**src/rtl/spi_clk_div_pkg.sv**
```systemverilog
package spi_clk_div_pkg;

   // Encoding of the law-select bit in the configuration word.
   typedef enum logic {
      LAW_POW2   = 1'b0,
      LAW_LINEAR = 1'b1
   } div_law_e;

endpackage

```
**src/rtl/spi_clk_div_cfg.sv**
```systemverilog
// Holds the divider setting in force and derives the half-period length.
module spi_clk_div_cfg
   import spi_clk_div_pkg::*;
#(
   parameter int LIN_W  = 8,
   parameter int POW_W  = 4,
   parameter int HALF_W = 15
) (
   input  logic              clk_i,
   input  logic              rst_ni,
   input  logic              load_i,
   input  logic              law_i,
   input  logic [LIN_W-1:0]  lin_i,
   input  logic [POW_W-1:0]  pow_i,
   output logic [HALF_W-1:0] half_len_o,
   output logic              bypass_o
);

   div_law_e          law_q;
   logic [LIN_W-1:0]  lin_q;
   logic [POW_W-1:0]  pow_q;

   always_ff @(posedge clk_i or negedge rst_ni) begin
      if (!rst_ni) begin
         law_q <= LAW_LINEAR;
         lin_q <= '0;
         pow_q <= '0;
      end else if (load_i) begin
         law_q <= div_law_e'(law_i);
         lin_q <= lin_i;
         pow_q <= pow_i;
      end
   end

   assign bypass_o = (law_q == LAW_POW2) && (pow_q == '0);

   always_comb begin
      if (law_q == LAW_LINEAR) begin
         half_len_o = HALF_W'(lin_q) + HALF_W'(1);
      end else if (pow_q == '0) begin
         half_len_o = HALF_W'(1);
      end else begin
         half_len_o = HALF_W'(1) << (pow_q - POW_W'(1));
      end
   end

   // the active setting only moves when a load is granted
   assert_cfg_hold_R7: assert property (@(posedge clk_i) disable iff (!rst_ni)
      !load_i |=> ($stable(law_q) && $stable(lin_q) && $stable(pow_q)));

endmodule

```
**src/rtl/spi_clk_div_count.sv**
```systemverilog
// Half-period counter; produces the boundary strobe and the registered tick.
module spi_clk_div_count #(
   parameter int HALF_W = 15
) (
   input  logic              clk_i,
   input  logic              rst_ni,
   input  logic              run_i,
   input  logic [HALF_W-1:0] half_len_i,
   input  logic              bypass_i,
   output logic              wrap_o,
   output logic              tick_o
);

   logic [HALF_W-1:0] cnt_q;

   assign wrap_o = run_i && (bypass_i || (cnt_q == half_len_i - HALF_W'(1)));

   always_ff @(posedge clk_i or negedge rst_ni) begin
      if (!rst_ni) begin
         cnt_q  <= '0;
         tick_o <= 1'b0;
      end else begin
         tick_o <= wrap_o;
         if (!run_i || wrap_o) begin
            cnt_q <= '0;
         end else begin
            cnt_q <= cnt_q + HALF_W'(1);
         end
      end
   end

   // the count never runs past the active half period
   assert_cnt_below_half_R1: assert property (@(posedge clk_i) disable iff (!rst_ni)
      cnt_q < half_len_i);

   // an idle cycle yields no tick
   assert_idle_no_tick_R5: assert property (@(posedge clk_i) disable iff (!rst_ni)
      !run_i |=> !tick_o);

endmodule

```
**src/rtl/spi_clk_div_phase.sv**
```systemverilog
// Serial clock reference level: flips at each boundary, parked low otherwise.
module spi_clk_div_phase (
   input  logic clk_i,
   input  logic rst_ni,
   input  logic run_i,
   input  logic wrap_i,
   input  logic bypass_i,
   output logic sclk_o
);

   always_ff @(posedge clk_i or negedge rst_ni) begin
      if (!rst_ni) begin
         sclk_o <= 1'b0;
      end else if (!run_i || bypass_i) begin
         sclk_o <= 1'b0;
      end else if (wrap_i) begin
         sclk_o <= ~sclk_o;
      end
   end

   // level returns low one edge after the divider stops
   assert_idle_low_R5: assert property (@(posedge clk_i) disable iff (!rst_ni)
      !run_i |=> !sclk_o);

endmodule

```
**src/rtl/spi_clk_div.sv**
```systemverilog
// Dual-law serial clock divider top.
module spi_clk_div #(
   parameter int LIN_W = 8,
   parameter int POW_W = 4,
   localparam int LAW_BIT  = LIN_W + POW_W,
   localparam int CFG_W    = LAW_BIT + 1,
   localparam int POW_HALF = (1 << POW_W) - 1,
   localparam int HALF_W   = (LIN_W + 1 > POW_HALF) ? LIN_W + 1 : POW_HALF
) (
   input  logic             clk_i,
   input  logic             rst_ni,
   input  logic             run_i,
   input  logic [CFG_W-1:0] div_cfg_i,
   output logic             half_tick_o,
   output logic             sclk_ref_o
);

   generate
      if (LIN_W < 1 || LIN_W > 24) begin : g_bad_lin
         $error("spi_clk_div: LIN_W must be in 1..24");
      end
      if (POW_W < 1 || POW_W > 5) begin : g_bad_pow
         $error("spi_clk_div: POW_W must be in 1..5");
      end
   endgenerate

   logic [HALF_W-1:0] half_len;
   logic              bypass;
   logic              wrap;
   logic              load;

   // Accept new settings while idle or on a half-period boundary.
   assign load = !run_i || wrap;

   spi_clk_div_cfg #(
      .LIN_W  (LIN_W),
      .POW_W  (POW_W),
      .HALF_W (HALF_W)
   ) u_cfg (
      .clk_i      (clk_i),
      .rst_ni     (rst_ni),
      .load_i     (load),
      .law_i      (div_cfg_i[LAW_BIT]),
      .lin_i      (div_cfg_i[LIN_W-1:0]),
      .pow_i      (div_cfg_i[LAW_BIT-1:LIN_W]),
      .half_len_o (half_len),
      .bypass_o   (bypass)
   );

   spi_clk_div_count #(
      .HALF_W (HALF_W)
   ) u_count (
      .clk_i      (clk_i),
      .rst_ni     (rst_ni),
      .run_i      (run_i),
      .half_len_i (half_len),
      .bypass_i   (bypass),
      .wrap_o     (wrap),
      .tick_o     (half_tick_o)
   );

   spi_clk_div_phase u_phase (
      .clk_i    (clk_i),
      .rst_ni   (rst_ni),
      .run_i    (run_i),
      .wrap_i   (wrap),
      .bypass_i (bypass),
      .sclk_o   (sclk_ref_o)
   );

   // in bypass every running cycle carries a tick
   assert_bypass_every_cycle_R4: assert property (@(posedge clk_i) disable iff (!rst_ni)
      (bypass && run_i) |=> half_tick_o);

   // while running, the reference level only moves together with a tick
   assert_sclk_only_on_tick_R10: assert property (@(posedge clk_i) disable iff (!rst_ni)
      ($past(run_i) && !half_tick_o) |-> $stable(sclk_ref_o));

endmodule

```
**config.mk**
```make
export PLATFORM = sky130hd
export DESIGN_NAME = spi_clk_div
export DESIGN_NICKNAME = d
export VERILOG_FILES = /design/src/rtl/spi_clk_div_pkg.sv /design/src/rtl/spi_clk_div_cfg.sv /design/src/rtl/spi_clk_div_count.sv /design/src/rtl/spi_clk_div_phase.sv /design/src/rtl/spi_clk_div.sv
export SDC_FILE = /design/constraint.sdc
export NUM_CORES = 1
export LEC_CHECK = 0
export ABC_AREA = 1
export BUFFER_PORTS_ARGS = -buffer_cell sky130_fd_sc_hd__buf_2
export CORE_MARGIN = 5
export CORE_UTILIZATION = 45
export DETAILED_ROUTE_END_ITERATION = 10
export GPL_TIMING_DRIVEN = 0
export PLACE_DENSITY = 0.72
export RECOVER_POWER = 100
export SETUP_SLACK_MARGIN = 0.5
export SYNTH_ARGS = -nofsm -noshare
export SYNTH_HDL_FRONTEND = slang
export SYNTH_SLANG_ARGS = --single-unit
```
**constraint.sdc**
```tcl
create_clock -name clk_i -period 3.5 [get_ports clk_i]
set_input_delay 0.35 -clock clk_i [delete_from_list [all_inputs] [get_ports clk_i]]
set_output_delay 0.35 -clock clk_i [all_outputs]
set_load 0.01 [all_outputs]
```
==> results of run 1 <==
-- synth_stat cells (all sizes together) --
cell	count	area, um^2
clkbuf	2	7.51
o21ai	7	53.8
dfrtp	29	726
nand4	24	163
o21bai	2	15.0
nor3	7	40.0
nand3	39	245
buf	10	85.1
a21boi	1	7.51
or2	2	12.5
nand3b	2	15.0
nand2	105	434
clkinv	1	3.75
xor2	15	131
ha	3	37.5
nor2	60	379
a21oi	3	15.0
dfstp	1	26.3
xnor2	4	35.0
inv	46	178
nor4	1	6.26
-- through the flow --
stage | power (mW) | area, um^2 | util [%]
6_report | 1.25 | 2900 | 52.1
5_1_grt | 1.34 | 2900 | 52.1
4_1_cts | 1.23 | 2880 | 51.6
3_5_place_dp | 0.935 | 2790 | 50.0
3_3_place_gp | 0.923 | 2790 | 50.0
2_1_floorplan | 0.838 | 2620 | -
-- timing repair --
| item | CTS | global route |
|---|---|---|
| setup buffers | 0 | 5 |
| hold endpoints to repair | 0 | 0 |
| gates resized for setup | 0 | 7 |
| endpoints found under the setup margin | 0 | 25 |
-- path summary, 6_finish.rpt --
check / start / to / slack, ns / cells past startpoint
max reg2reg: u_cfg.lin_q[0] / u_count.cnt_q[8] / 0.48 / 18
max: u_cfg.lin_q[0] / u_count.cnt_q[8] / 0.48 / 18
max in group asynchronous: rst_ni / u_cfg.lin_q[0] / 1.94 / 1
min: div_cfg_i[6] / u_cfg.lin_q[6] / 0.26 / 3
min in group asynchronous: rst_ni / u_cfg.lin_q[7] / 0.49 / 1
min reg2reg: u_count.cnt_q[0] / u_count.cnt_q[0] / 0.51 / 1
-- routing by layer --
layer | up-vias | part of all wire (%) | track usage, %
met2 | 39 | 47 | 26.7
met4 | 0 | 1.3 | 4.67
met5 | - | 0 | 0
li1 | 1223 | - | -
met1 | 1091 | 48 | 21.7
met3 | 6 | 3.4 | 2.85
-- registers in the layout, summed over array words and instances, names as in the netlist --
name            cells
u_count.tick_o      1
u_count.cnt_q      15
u_phase.sclk_o      1
u_cfg.pow_q         4
u_cfg.lin_q         8
u_cfg.law_q         1
-- power by group --
group          switching [mW]  internal (mW)  leakage, nW  total, mW
Clock                   0.132          0.158       0.0482      0.290
Combinational           0.338          0.209        0.957      0.546
Sequential             0.0321          0.377        0.389      0.409
-- kinds of logic (layout without fill, tap and decap cells) --
| kind of cell | count (synthesis) | after routing |
|---|---|---|
| simple gates | 240 | 241 |
| compound gates | 13 | 13 |
| flops | 30 | 30 |
| xor+xnor | 19 | 19 |
| buf+inv | 59 | 89 |
| fa+ha+maj | 3 | 3 |
-- critical path, delay by kind of cell (launching register included) --
| kind | cells | cell delay [ns] |
|---|---|---|
| flip-flops | 1 | 0.43 |
| adder cells (fa/ha/maj) | 2 | 0.47 |
| buffers and inverters | 3 | 0.35 |
| AND/OR/NAND/NOR | 12 | 1.49 |
| XOR/XNOR | 1 | 0.15 |
-- layout make-up --
type	count	area [um^2]
Fill cell	556	2670
Tap cell	72	90.1
Clock inverter	1	5.00
Timing Repair Buffer	22	139
Sequential cell	30	753
Buffer	12	105
Multi-Input combinational cell	276	1540
Inverter	47	181
Clock buffer	7	86.3
==> results.md, run 1 <==
- Outcome: finished with violations
- Failing checks: max-capacitance violations, max-slew violations
- GPL Wtd Cong: 0.924
- DRT Pass-1 Iters: 4
- Routed Wire Length: 5.71 mm
- Ys Warns: 0
- Fin. Hold Viols: 0
- Compound-cell area share of the yosys netlist: 3.49%
- Initial antenna violation count: 0
- Post-synthesis xor/xnor area fraction: 6.36%
- CP most frequent cell: nand2_1
- Final ANT Viol Nets: 0
- HPWL after DPL: 4.23 mm
- Clock slew at reported path FFs: 0.07 ns
- Iteration-0 DRC Markers: 245
- Crit path time final: 3.02 ns
- Final cell count without fillers: 467
- Pre-CTS WS: 0.611 ns
- Via count: 2359
- Clk sinks: 30
- Largest family of logic cells by synthesized area: simple AND/OR/NAND/NOR gates
- H-tree Lvls: 2
- Skew final: 0.00573 ns
- Synth Cell Area: 2620 um^2
- CP max stage cell: dfrtp_2
- Longest Clk Path Bufs: 2
- DIE HEIGHT: 86.3 um
- RSZ-0062 raised after global routing: no
- Buffers added on ports: 16
- Diode count: 0
- Vias in the first global route: 2181
- Commonest non-fill, non-tap cell in the layout: nand2_1
- Actual slew at the worst max-slew pin: 1.66 ns
- Tot GR Track Use: 16.2%
- I/O Pins: 18
- Via density: 5.05
- Total gr overflow: 0
- Maxcap violations: 1
- Wirelength per Cell: 12.2 um
- Clock Tree Root: clkbuf_8
- Slowest Stage Delay on Critical Path: 0.43 ns
- Placed cell count: 452
- Slew headroom: -10.5%
- Final WS setup: 0.476 ns
- Initial cell density of the core: 46.9%
- Setup TNS: 0 ns
- Max Clk Rate: 331 MHz
- Nature of the critical path endpoint: flip-flop
- Post-Synth Simple-Gate Area: 49.5%
- Max-slew violations: 31
- Mux share of post-synthesis cell area: 0%
- CP Class: reg2reg
- Worst Hold Slack: 0.260 ns
- CTS buffer count: 5
- Post-synthesis cell type count: 39
- Tcrit/Tclk final: 86.4%
- CTS tree: yes
- Crit path cell chain: ha_1, nand2_1, nand2_1, inv_1, ha_2, nand3_2, nor2_1, nand2_1, nor2_8, nand2_1, xor2_1, nand2_1, nor2_2, nand3_4, nand3_4, buf_12, clkbuf_16, nor2_1
- Final setup fails: 0
- Die area: 7440 um^2
- Insertion delay to the later sink of the worst-skew pair: 0.28 ns
- Adder-cell share of the synthesized area: 1.43%
- PwrDens: 429 nW/um^2
- WP data required: 3.67 ns
- Layout area overhead: 10.9%
- Most frequent cells in the layout: nand2_1, nor2_1, inv_1
- Peak supply drop: 0.326 mV
- Startpoint types: flip-flop
- Core Box Area: 5570 um^2
- Leakage power: 1.39 nW
- Critical Path AT: 3.20 ns
- Die Wd: 86.3 um
- Sequential area share after synthesis: 28.7%
- Synth Net Count: 383
- HP Class: in2reg
- Final nets: 413
- DRC: 0
- Synth Area per Inst: 7.19 um^2
- Global-route wire length before repair: 9.72 mm
- Post-Syn Instances: 364
- Seq cells post-synth: 30
- Largest net degree at the start of global routing: 31
- Layout cells sized above 1: 22.5%
- CTS Hold Bufs: 0
- Crit path max fanout: 11
- Rows: 27
No activity file was read; power rests on OpenSTA's default activity.
==> run 2, diff against run 1 <==
Settings changed: CORE_ASPECT_RATIO set to 1.75.
==> run 2 against run 1 <==
  * The run still ends with max-capacitance violations, max-slew violations left
  * Largest power group unchanged
  * Flip-flop and latch count is the same
  * Register-to-register slack lost 0.05 ns
  * Critical path type unchanged
  * Sequential power is essentially flat
==> results.md, run 2 (synthesized netlist as in run 1, its figures left out) <==
- Outcome: finished with violations
- Failing checks: max-capacitance violations, max-slew violations
- R2R cell count: 17
- RSZ-0062 raised after global routing: no
- Clk sinks: 30
- Crit path max fanout: 6
- Via count: 2419
- Nature of the critical path endpoint: flip-flop
- Initial cell density of the core: 46.5%
- Slew headroom: -10.7%
- PwrDens: 423 nW/um^2
- Routed Wire Length: 5.94 mm
- Startpoint types: flip-flop
- Max reg flops: 15
- Crit Reg-Reg Startpoint: u_cfg.lin_q[0]
- Biggest regs: u_count.cnt_q x15, u_cfg.lin_q x8, u_cfg.pow_q x4
- Skew final: 0.00478 ns
- Leakage power: 1.41 nW
- Longest Clk Path Bufs: 2
- Max-slew violations: 31
- Rows: 36
- Peak supply drop: 0.279 mV
- DRT Pass-1 Iters: 5
- Layout area overhead: 14.5%
- Min-delay src: div_cfg_i[12]
- Buffers added on ports: 16
- Hold endpoint: u_cfg.law_q
- Final setup fails: 0
- Crit path time final: 3.07 ns
- Clock slew at reported path FFs: 0.07 ns
- DIE HEIGHT: 111 um
- Total gr overflow: 0
- Tcrit/Tclk final: 87.7%
- CP Class: reg2reg
- Wirelength per Cell: 12.6 um
- Final ANT Viol Nets: 0
- Clock Tree Root: clkbuf_8
- Maxcap violations: 1
- Core Box Area: 5630 um^2
- CTS Hold Bufs: 0
- Largest reg by FF count: u_count.cnt_q
- Tot GR Track Use: 16.5%
- Die area: 7500 um^2
- DRC: 0
- HPWL after DPL: 4.50 mm
- Final nets: 415
- Hold Crit Depth: 3
- CTS tree: yes
- Largest net degree at the start of global routing: 31
- Iteration-0 DRC Markers: 139
- Commonest non-fill, non-tap cell in the layout: nand2_1
- Via density: 5.11
- Final WS setup: 0.431 ns
- Worst reg2reg setup slack: 0.43 ns
- Pre-CTS WS: 0.618 ns
- Setup TNS: 0 ns
- Initial antenna violation count: 0
- Insertion delay to the later sink of the worst-skew pair: 0.29 ns
- H-tree Lvls: 2
- Diode count: 0
- I/O Pins: 18
- Critical Path AT: 3.24 ns
- HP Class: in2reg
- Global-route wire length before repair: 9.69 mm
- Actual slew at the worst max-slew pin: 1.66 ns
- Die Wd: 67.6 um
- RR Endpoint: u_count.cnt_q[10]
- Layout cells sized above 1: 25.4%
- Vias in the first global route: 2263
- Max Clk Rate: 326 MHz
- CTS buffer count: 5
- GPL Wtd Cong: 0.872
- Most frequent cells in the layout: nand2_1, inv_1, nor2_1
- Fin. Hold Viols: 0
- WP data required: 3.68 ns
[run 2: cell types whose count changed in the layout (fill, tap and decap cells not counted), sizes merged]
cell      before  now
buf           28   29
clkinvlp       0    1
[run 2: critical path: stages, from the launching register on]
cell and delay (ns):
dfrtp_2 0.43, ha_1 0.32, nand2_2 0.09, nand2_1 0.07, inv_1 0.06, ha_2 0.19
nand3_2 0.08, nor2_1 0.22, nand2_1 0.26, nor2_8 0.21, xor2_1 0.15, nand3_1 0.10
nor2_2 0.18, nand3_4 0.14, nand3_4 0.11, buf_8 0.15, clkbuf_16 0.16, nor2_4 0.03
[run 2: metrics by stage]
| step | area, um^2 | hold WS (ns) | std cells | utilization (%) | power (mW) |
|---|---|---|---|---|---|
| after floorplan | 2620 | 0.0544 | 364 | - | 0.838 |
| after global placement | 2790 | 0.436 | 456 | 49.6 | 0.927 |
| after detailed placement | 2790 | 0.449 | 456 | 49.6 | 0.938 |
| after CTS | 2890 | 0.134 | 464 | 51.3 | 1.24 |
| after global routing | 3000 | 0.256 | 473 | 53.2 | 1.36 |
| final | 3000 | 0.245 | 473 | 53.2 | 1.27 |
[run 2: metal layers]
| metal | up-vias | wire length, um | part of all wire [%] | global-route usage, % |
|---|---|---|---|---|
| met2 | 45 | 3500 | 59 | 31.4 |
| met5 | - | 0 | 0 | 0 |
| met1 | 1133 | 2110 | 35 | 16.6 |
| met3 | 17 | 194 | 3.3 | 2.84 |
| met4 | 0 | 137 | 2.3 | 6.10 |
| li1 | 1224 | - | - | - |
[run 2: cell type report]
type	count	area [um^2]
fill	543	2630
buffer	12	96.3
inverter	47	181
clock buffer	6	82.6
tap	76	95.1
multi-input combinational	276	1600
clock inverter	2	12.5
timing repair buffer	24	171
sequential	30	753
[run 2: worst max path at each step]
stage	startpoint	end	slack [ns]	depth (start not counted)
finish	u_cfg.lin_q[0]	u_count.cnt_q[10]	0.43	17
global route	u_cfg.lin_q[0]	u_count.cnt_q[10]	0.25	18
CTS	u_cfg.lin_q[0]	u_count.cnt_q[5]	0.57	18
detailed placement	u_cfg.lin_q[0]	u_count.cnt_q[5]	0.62	18
global placement	u_cfg.lin_q[0]	u_count.cnt_q[5]	0.65	18
floorplan	u_cfg.lin_q[0]	u_count.cnt_q[12]	0.93	18
[run 2: what timing repair did]
action / 4_1_cts / 5_1_grt
setup endpoints to repair: 0 / 26
resized for setup: 0 / 6
setup buffers: 0 / 6
[run 2: power by group]
group / total, mW / leakage, nW / switching [mW] / internal (mW)
clock network: 0.300 / 0.0472 / 0.142 / 0.158
logic: 0.559 / 0.971 / 0.344 / 0.215
registers: 0.409 / 0.389 / 0.0318 / 0.377
==> run 3, diff against run 2 <==
Settings changed: BUFFER_PORTS_ARGS -buffer_cell sky130_fd_sc_hd__buf_2 to -buffer_cell sky130_fd_sc_hd__buf_4.
==> run 3 against run 2 <==
  * The run still ends with max-capacitance violations, max-slew violations left
  * Clock power is 1% higher
  * Worst setup slack gained 0.033 ns
  * Critical path depth is 2 higher
  * Flip-flop and latch count did not move
  * Final cell count increased by 1.3%
  * Via count is 0.21% lower
  * Worst hold slack got worse by 0.0028 ns
  * Cell area is 1.7% higher
  * Clock skew grew 0.0051 ns
  * Critical path type unchanged
  * Largest cell class unchanged
==> results.md, run 3 (synthesized netlist as in run 1, its figures left out) <==
- Outcome: finished with violations
- Failing checks: max-capacitance violations, max-slew violations
- Final Cell Area: 3050 um^2
- Crit path cell chain: ha_1, nand2_2, nand2_1, inv_1, ha_1, nand3_2, nor2_1, nand2_4, nor2_8, buf_12, nand3_1, nand3_1, nand2_1, nor2_1, nand3_4, nand3_4, buf_8, clkbuf_16, nor2_1
- Startpoint types: flip-flop
- Placed cell count: 456
- Via density: 5.04
- Skew final: 0.00985 ns
- Total gr overflow: 0
- Commonest non-fill, non-tap cell in the layout: nand2_1
- Final WS setup: 0.464 ns
- Via count: 2414
- Diode count: 0
- CP max stage cell: dfrtp_1
- Buffers added on ports: 16
- RSZ-0062 raised after global routing: no
- Core Util, Final: 54.1%
- Setup TNS: 0 ns
- Leakage power: 1.46 nW
- Max-slew violations: 31
- Clk sinks: 30
- Nature of the critical path endpoint: flip-flop
- Biggest regs: u_count.cnt_q x15, u_cfg.lin_q x8, u_cfg.pow_q x4
- Final cell count without fillers: 479
- Rows: 36
- CP bufs+invs: 4
- Core Box Area: 5630 um^2
- Worst Hold Slack: 0.242 ns
- Hold Crit Depth: 3
- Cell depth of the worst setup path: 19
- Final nets: 421
- Final setup fails: 0
- Critical Path AT: 3.23 ns
- Final ANT Viol Nets: 0
- CTS buffer count: 5
- Longest Clk Path Bufs: 2
- CP most frequent cell: nor2_1
- Insertion delay to the later sink of the worst-skew pair: 0.30 ns
- DRT Pass-1 Iters: 4
- Met1 GRT Util: 17.3%
- Pre-CTS WS: 0.600 ns
- Layout cells sized above 1: 24.8%
- Wirelength per Cell: 12.6 um
- Crit path max fanout: 8
- Maxcap violations: 1
- GPL Wtd Cong: 0.895
- Global-route wire length before repair: 10.1 mm
- Actual slew at the worst max-slew pin: 1.70 ns
- Worst reg2reg setup slack: 0.46 ns
- Initial antenna violation count: 0
- PwrDens: 426 nW/um^2
- CP Class: reg2reg
- H-tree Lvls: 2
- Most frequent cells in the layout: nand2_1, nor2_1, inv_1
- HPWL after DPL: 4.62 mm
- Fin. Hold Viols: 0
- Peak supply drop: 0.275 mV
- Routed Wire Length: 6.05 mm
- Top Usage Layer GRT: met2
- Clock slew at reported path FFs: 0.07 ns
- M3 GR Usage: 2.74%
- Die Wd: 67.6 um
- DIE HEIGHT: 111 um
- Max Clk Rate: 329 MHz
- Crit path time final: 3.04 ns
- Layout area overhead: 16.5%
- Slowest Stage Delay on Critical Path: 0.42 ns
- Top Family by Delay on Critical Path: simple AND/OR/NAND/NOR gates
- Vias in the first global route: 2331
- Tcrit/Tclk final: 86.7%
- Clock Tree Root: clkbuf_8
- WP data required: 3.69 ns
- Iteration-0 DRC Markers: 109
- Initial cell density of the core: 46.5%
- Area after DPL: 2830 um^2
- Power Total: 1.30 mW
- CTS tree: yes
- Largest net degree at the start of global routing: 31
- I/O Pins: 18
- Tot GR Track Use: 17.4%
- Max reg flops: 15
- Met2 GRT Util: 31.9%
- HP Class: in2reg
- Slew headroom: -13.5%
- DRC: 0
- R2R cell count: 19
- Die area: 7500 um^2
- Largest reg by FF count: u_count.cnt_q
-- run 3: changes by cell type in the layout (fill, tap and decap cells not counted), sizes merged --
| cell | change |
|---|---|
| dlygate4sd3 | +1 |
| buf | +7 |
| clkbuf | -1 |
| nor2 | -1 |
-- run 3: final timing paths --
kind	start	to
setup / recovery	u_cfg.lin_q[1]	u_count.cnt_q[13]
hold / removal	div_cfg_i[6]	u_cfg.lin_q[6]
setup reg to reg	u_cfg.lin_q[1]	u_count.cnt_q[13]
hold reg to reg	u_count.cnt_q[0]	u_count.cnt_q[0]
max in group asynchronous	rst_ni	u_cfg.lin_q[0]
min in group asynchronous	rst_ni	u_count.cnt_q[13]
-- run 3: per-layer routing --
layer	part of all wire (%)	up-vias
met1	37	1118
met5	0	-
met3	3.0	19
met4	4.3	0
met2	56	45
li1	-	1232
-- run 3: worst min-delay path, stage by stage --
cell and delay [ns]:
buf_4 0.08, nand2_1 0.04, nand2_1 0.04
-- run 3: area by class of cell --
cell class / instances / area [um^2]
Fill cell: 547 / 2580
Multi-Input combinational cell: 275 / 1550
Sequential cell: 30 / 754
Timing Repair Buffer: 31 / 267
Inverter: 47 / 181
Buffer: 12 / 104
Tap cell: 76 / 95.1
Clock buffer: 6 / 82.6
Clock inverter: 2 / 12.5
-- run 3: timing repair --
action | in CTS | in global routing
setup buffers | 0 | 13
resized for setup | 0 | 12
hold endpoints to repair | 29 | 0
endpoints found under the setup margin | 0 | 20
hold buffers | 1 | 0
-- run 3: power breakdown --
| group | internal [mW] | switching, mW | leakage (nW) | total, mW |
|---|---|---|---|---|
| combinational | 0.239 | 0.347 | 1.02 | 0.585 |
| sequential | 0.377 | 0.0309 | 0.388 | 0.408 |
| clock | 0.158 | 0.146 | 0.0472 | 0.304 |
